### src/rtl/ipc_pkg.sv
package ipc_pkg;
  typedef enum logic [1:0] {
    ACK_NONE     = 2'd0,
    ACK_VECTOR   = 2'd1,
    ACK_SPURIOUS = 2'd2
  } ack_kind_e;
endpackage

### src/rtl/ipc_top_bit.sv
// Finds the most significant set bit of a wide vector, word by word.
module ipc_top_bit #(
  parameter int WIDTH  = 256,
  parameter int WORD_W = 32,
  parameter int IW     = $clog2(WIDTH)
) (
  input  logic [WIDTH-1:0] vec,
  output logic             found,
  output logic [IW-1:0]    idx
);
  localparam int NWORDS = WIDTH / WORD_W;
  localparam int BW     = $clog2(WORD_W);

  logic [NWORDS-1:0]         word_any;
  logic [NWORDS-1:0][BW-1:0] word_pos;

  for (genvar w = 0; w < NWORDS; w++) begin : g_word
    logic [BW-1:0] pos;
    always_comb begin
      pos = '0;
      for (int b = 0; b < WORD_W; b++) begin
        if (vec[w*WORD_W + b]) pos = BW'(b);
      end
    end
    assign word_pos[w] = pos;
    assign word_any[w] = |vec[w*WORD_W +: WORD_W];
  end

  // Higher words are visited last, so they override lower ones.
  always_comb begin
    found = |word_any;
    idx   = '0;
    for (int w = 0; w < NWORDS; w++) begin
      if (word_any[w]) idx = IW'(w * WORD_W) | IW'(word_pos[w]);
    end
  end
endmodule

### src/rtl/ipc_vec_bank.sv
// One wide vector register with indexed clear and set (set wins).
module ipc_vec_bank #(
  parameter int WIDTH = 256,
  parameter int IW    = $clog2(WIDTH)
) (
  input  logic             clk,
  input  logic             rst,
  input  logic             clr_en,
  input  logic [IW-1:0]    clr_idx,
  input  logic             set_en,
  input  logic [IW-1:0]    set_idx,
  output logic [WIDTH-1:0] q
);
  logic [WIDTH-1:0] nxt;

  always_comb begin
    nxt = q;
    if (clr_en) nxt[clr_idx] = 1'b0;
    if (set_en) nxt[set_idx] = 1'b1;
  end

  always_ff @(posedge clk) begin
    if (rst) q <= '0;
    else     q <= nxt;
  end
endmodule

### src/rtl/ipc_prio_eval.sv
// Processor priority and deliverability from class comparisons.
module ipc_prio_eval #(
  parameter int VEC_W = 8,
  parameter int CLS_W = VEC_W - 4
) (
  input  logic [VEC_W-1:0] tpr,
  input  logic             isr_any,
  input  logic [CLS_W-1:0] isr_cls_in,
  input  logic             irr_any,
  input  logic [CLS_W-1:0] irr_cls,
  output logic [VEC_W-1:0] ppr,
  output logic             deliverable
);
  logic [CLS_W-1:0] isr_cls;

  always_comb begin
    isr_cls = isr_any ? isr_cls_in : '0;
    if (tpr[VEC_W-1:4] >= isr_cls) ppr = tpr;
    else                           ppr = {isr_cls, 4'b0000};
    deliverable = irr_any && ((ppr == '0) || (irr_cls > ppr[VEC_W-1:4]));
  end
endmodule

### src/rtl/irq_prio_ctrl.sv
module irq_prio_ctrl #(
  parameter int NUM_VEC = 256,
  parameter int WORD_W  = 32,
  parameter int VEC_W   = $clog2(NUM_VEC)
) (
  input  logic             clk,
  input  logic             rst,
  input  logic             req_valid,
  input  logic [VEC_W-1:0] req_vector,
  input  logic             req_level,
  input  logic             tpr_we,
  input  logic [VEC_W-1:0] tpr_wdata,
  input  logic             svr_we,
  input  logic [VEC_W:0]   svr_wdata,
  input  logic             bcast_suppress,
  input  logic             ack_req,
  input  logic             eoi_req,
  output logic             irq_out,
  output logic [VEC_W-1:0] ppr_out,
  output logic             ack_valid,
  output logic [1:0]       ack_kind,
  output logic [VEC_W-1:0] ack_vector,
  output logic             bcast_valid,
  output logic [VEC_W-1:0] bcast_vector
);
  import ipc_pkg::*;

  localparam int CLS_W = VEC_W - 4;
  localparam logic [VEC_W:0] SVR_RST = {1'b0, {VEC_W{1'b1}}};

  logic [VEC_W-1:0]   tpr_q;
  logic [VEC_W:0]     svr_q;
  logic [NUM_VEC-1:0] tmr_q, irr_q, isr_q;

  logic               irr_any, isr_any;
  logic [VEC_W-1:0]   irr_top, isr_top;
  logic [VEC_W-1:0]   ppr_cur;
  logic               deliv;
  logic               sw_en, ack_take, eoi_fire;

  ipc_top_bit #(.WIDTH(NUM_VEC), .WORD_W(WORD_W), .IW(VEC_W)) u_irr_top (
    .vec(irr_q), .found(irr_any), .idx(irr_top)
  );
  ipc_top_bit #(.WIDTH(NUM_VEC), .WORD_W(WORD_W), .IW(VEC_W)) u_isr_top (
    .vec(isr_q), .found(isr_any), .idx(isr_top)
  );

  ipc_prio_eval #(.VEC_W(VEC_W), .CLS_W(CLS_W)) u_eval (
    .tpr(tpr_q), .isr_any(isr_any), .isr_cls_in(isr_top[VEC_W-1:4]),
    .irr_any(irr_any), .irr_cls(irr_top[VEC_W-1:4]),
    .ppr(ppr_cur), .deliverable(deliv)
  );

  assign sw_en    = svr_q[VEC_W];
  assign ack_take = ack_req && sw_en && deliv;
  assign eoi_fire = eoi_req && isr_any;

  // Pending: cleared by a taken acknowledge, set by a new request.
  ipc_vec_bank #(.WIDTH(NUM_VEC), .IW(VEC_W)) u_irr (
    .clk(clk), .rst(rst),
    .clr_en(ack_take), .clr_idx(irr_top),
    .set_en(req_valid), .set_idx(req_vector),
    .q(irr_q)
  );
  // In service: cleared by end-of-interrupt, set by a taken acknowledge.
  ipc_vec_bank #(.WIDTH(NUM_VEC), .IW(VEC_W)) u_isr (
    .clk(clk), .rst(rst),
    .clr_en(eoi_fire), .clr_idx(isr_top),
    .set_en(ack_take), .set_idx(irr_top),
    .q(isr_q)
  );

  always_ff @(posedge clk) begin
    if (rst) begin
      tmr_q <= '0;
      tpr_q <= '0;
      svr_q <= SVR_RST;
    end else begin
      if (req_valid) tmr_q[req_vector] <= req_level;
      if (tpr_we)    tpr_q <= tpr_wdata;
      if (svr_we)    svr_q <= svr_wdata;
    end
  end

  logic             irq_q, ack_valid_q, bcast_q;
  logic [VEC_W-1:0] ppr_q, ack_vec_q, bcast_vec_q;
  ack_kind_e        ack_kind_q;

  always_ff @(posedge clk) begin
    if (rst) begin
      irq_q       <= 1'b0;
      ppr_q       <= '0;
      ack_valid_q <= 1'b0;
      ack_kind_q  <= ACK_NONE;
      ack_vec_q   <= '0;
      bcast_q     <= 1'b0;
      bcast_vec_q <= '0;
    end else begin
      irq_q       <= sw_en && deliv;
      ppr_q       <= ppr_cur;
      ack_valid_q <= ack_req;
      if (!ack_req || !sw_en || !irr_any) begin
        ack_kind_q <= ACK_NONE;
        ack_vec_q  <= '0;
      end else if (deliv) begin
        ack_kind_q <= ACK_VECTOR;
        ack_vec_q  <= irr_top;
      end else begin
        ack_kind_q <= ACK_SPURIOUS;
        ack_vec_q  <= svr_q[VEC_W-1:0];
      end
      bcast_q     <= eoi_fire && tmr_q[isr_top] && !bcast_suppress;
      bcast_vec_q <= eoi_fire ? isr_top : '0;
    end
  end

  assign irq_out      = irq_q;
  assign ppr_out      = ppr_q;
  assign ack_valid    = ack_valid_q;
  assign ack_kind     = ack_kind_q;
  assign ack_vector   = ack_vec_q;
  assign bcast_valid  = bcast_q;
  assign bcast_vector = bcast_vec_q;
endmodule

### config.mk
export PLATFORM = sky130hd
export DESIGN_NAME = irq_prio_ctrl
export DESIGN_NICKNAME = d
export VERILOG_FILES = /design/src/rtl/ipc_pkg.sv /design/src/rtl/ipc_top_bit.sv /design/src/rtl/ipc_vec_bank.sv /design/src/rtl/ipc_prio_eval.sv /design/src/rtl/irq_prio_ctrl.sv
export SDC_FILE = /design/constraint.sdc
export NUM_CORES = 2
export LEC_CHECK = 0
export BUFFER_PORTS_ARGS = -buffer_cell sky130_fd_sc_hd__clkbuf_2
export CAP_MARGIN = 15
export CORE_ASPECT_RATIO = 0.8
export CORE_MARGIN = 8
export CORE_UTILIZATION = 50
export CTS_CLUSTER_SIZE = 12
export DETAILED_ROUTE_END_ITERATION = 10
export PLACE_DENSITY = 0.66
export REMOVE_ABC_BUFFERS = 1
export SLEW_MARGIN = 20
export SYNTH_ARGS = -nofsm -noshare
export SYNTH_HDL_FRONTEND = slang
export SYNTH_SLANG_ARGS = --single-unit
### constraint.sdc
create_clock -name clk -period 14.2 [get_ports clk]
set_input_delay 4.26 -clock clk [delete_from_list [all_inputs] [get_ports clk]]
set_output_delay 4.26 -clock clk [all_outputs]
set_load 0.005 [all_outputs]
==> reports/metrics.yaml <==
cts.path.max_buffers: 3
ctsHoldBuffers: 0
cts_resized: 0
final_core_util: 0.551
clk_pin_slew_ps: 60
rsz0062_at_grt: "false"
tightest_slew_ps: 1280
drv_cap: 0
fmax_mhz: 114
critPathCaptureType: "register"
die_h_um: 264
p_leak_nw: 14.6
wire_per_inst_um: 27.1
netlist_instances: 4948
async_flop_share: 0
finalSetupViolCount: 0
chipWidth_um: 326
power_density_mw_per_mm2: 119
synth.avg_cell_area_um2: 7.76
skew_ps: 23.6
htreeDepth: 3
core-area_mm2: 0.0765
worstSetupPathType: "reg -> reg"
nets: 4877
drt-pass1-iter-count: 6
place.gp.congestion: 1.01
fin_crit_sh: 0.617
grt_usage: 0.351
grt-ovfl-total: 0
ys_ff_latch: 814
yosys_warnings: 0
ios: 63
min_path_type: "reg -> reg"
finalCriticalPeriod_ps: 8760
critPathArrivalTime_ps: 9250
worstSetupStartpointType: "register"
start_util: 0.502
slowest_stage: "nor2_1"
finalSetupTns_ps: 0
yosysSeqAreaShare: 0.424
wl_um: 160000
synthMuxAreaShare: 0.0513
dieArea_mm2: 0.0860
netlist_area_mm2: 0.0384
vias_per_cell: 6.80
num_rows: 91
synth-xor-area-share: 0
ir_drop_mv: 0.0765
synthAdderAreaFrac: 0.00261
grt_pass1_wl_um: 235000
clk_latency_ps: 670
dr_total_vias: 40200
layout-drive-gt1-share: 0.0767
final_antenna_net_count: 0
place_hpwl_um: 103000
cts_inserted_buffers: 85
post_cts_buffers: 0
cts_tree: "built"
yosys.area_share.simple: 0.217
finalHoldViolCount: 0
worst_path_largest_cell_delay_ps: 950
synth_top_family_by_area: "compound AO/OA/AOI/OAI gates"
synth-compound-area-share: 0.257
cp_max_fo: 11
synth_cell_types: 91
area_delta_synth_final_pct: 9.70
synth_edf_count: 0
grt_max_degree: 162
ys.flop_type: "dfxtp_1"
drc: 0
cts-root-buf: "clkbuf_16"
final_max_slew_viol_count: 0
cts_sinks: 814
first_global_vias: 35400
io_buffers: 62
antenna_found_initial: 9
drt_iter0_drc: 7234
maxSlewHeadroom: 0.149
crit_required_ps: 14680
status: "finished, final reports clean"
==> state kept, by name, indices dropped and copies added (netlist names), 2 cells and up <==
register	count
tmr_q	256
u_irr.q	256
u_isr.q	256
svr_q	9
ack_vector	8
bcast_vector	8
ppr_out	8
tpr_q	8
ack_kind	2
==> cell usage in the layout (no fill, tap or decap), drive strengths merged, types with 10 or more instances in the layout <==
master / count
nand4: 24
nor4: 140
nor3b: 10
o211ai: 19
clkbuf: 185
nor3: 112
or2: 32
o31ai: 39
o21bai: 40
or4: 36
nand3: 184
or3: 21
a21oi: 506
clkinv: 13
nand2: 588
mux2: 14
mux2i: 181
a311oi: 25
a22oi: 19
a31oi: 31
inv: 125
o22ai: 245
a2111oi: 12
nand2b: 57
buf: 80
dfxtp: 814
o21ai: 572
o311ai: 10
nor2b: 55
and2: 15
nor2: 470
a32oi: 13
and3: 13
a211oi: 48
==> metrics by stage <==
stage	power [mW]	area [um^2]	instances	hold slack [ps]	setup slack, ps
after floorplan	2.52	37000	4607	417	7520
after global placement	2.81	39400	5770	429	6010
after detailed placement	2.81	39400	5770	439	5930
after CTS	4.99	42100	5912	454	5890
after global routing	5.11	42100	5913	467	5120
final	5.01	42100	5917	453	5440
==> per-layer routing <==
layer	track usage	routed length, um
met5	0	0
met3	0.113	24200
met2	0.476	63100
met1	0.508	66300
met4	0.136	6640
==> path summary, 6_finish.rpt <==
path                     from            to  slack, ps  cells past startpoint
setup reg to reg  u_isr.q[18]  u_irr.q[117]       5440                     29
setup / recovery  u_isr.q[18]  u_irr.q[117]       5440                     29
hold / removal      tmr_q[74]     tmr_q[74]        450                      2
hold reg to reg     tmr_q[74]     tmr_q[74]        450                      2
==> kinds of logic (layout without fill, tap and decap cells) <==
kind of cell | count (synthesis) | count (layout)
buf+inv | 464 | 406
other cells | 0 | 4
flops | 814 | 814
fa+ha+maj | 8 | 8
simple gates | 1783 | 1783
compound gates | 1684 | 1684
mux | 195 | 195
==> worst max-delay path, delay by kind of cell (launching register included) <==
kind	cells	cell delay [ps]
AOI/OAI and AO/OA	15	3200
DFF	1	340
and+or+nand+nor	10	3900
adders and majority gates	2	720
buffers and inverters	2	430
==> power breakdown <==
group	internal, mW	switching [mW]	total [mW]
Combinational	0.0876	0.410	0.498
Clock	1.25	0.967	2.22
Sequential	2.29	0.00620	2.30
==> synthesized netlist by cell type (all sizes together), types with 15 or more instances <==
library cell | instances | share of area
nor2 | 470 | 0.046
or3 | 21 | 0.0034
nor4 | 140 | 0.024
dfxtp | 814 | 0.42
nand2b | 57 | 0.0093
nand4 | 24 | 0.0039
o22ai | 245 | 0.040
clkbuf | 300 | 0.029
o21bai | 40 | 0.0078
a211oi | 48 | 0.0095
o211ai | 19 | 0.0037
nand2 | 588 | 0.058
o21ai | 572 | 0.075
a311oi | 25 | 0.0057
or2 | 32 | 0.0052
and2 | 15 | 0.0024
a22oi | 19 | 0.0037
a21oi | 506 | 0.066
a31oi | 31 | 0.0051
nor3 | 112 | 0.015
buf | 41 | 0.0065
nand3 | 184 | 0.024
o31ai | 39 | 0.0076
nor2b | 55 | 0.0090
or4 | 36 | 0.0072
mux2i | 181 | 0.047
inv | 122 | 0.012
==> area by class of cell <==
type	instances	area, um^2
fill	7272	34400
multi-input combinational	3670	20500
sequential	814	16300
clock buffer	124	2500
tap	1023	1280
timing repair buffer	141	947
inverter	123	467
clock inverter	18	165
antenna	4	10.0
Power figures use the tool's default switching activity.
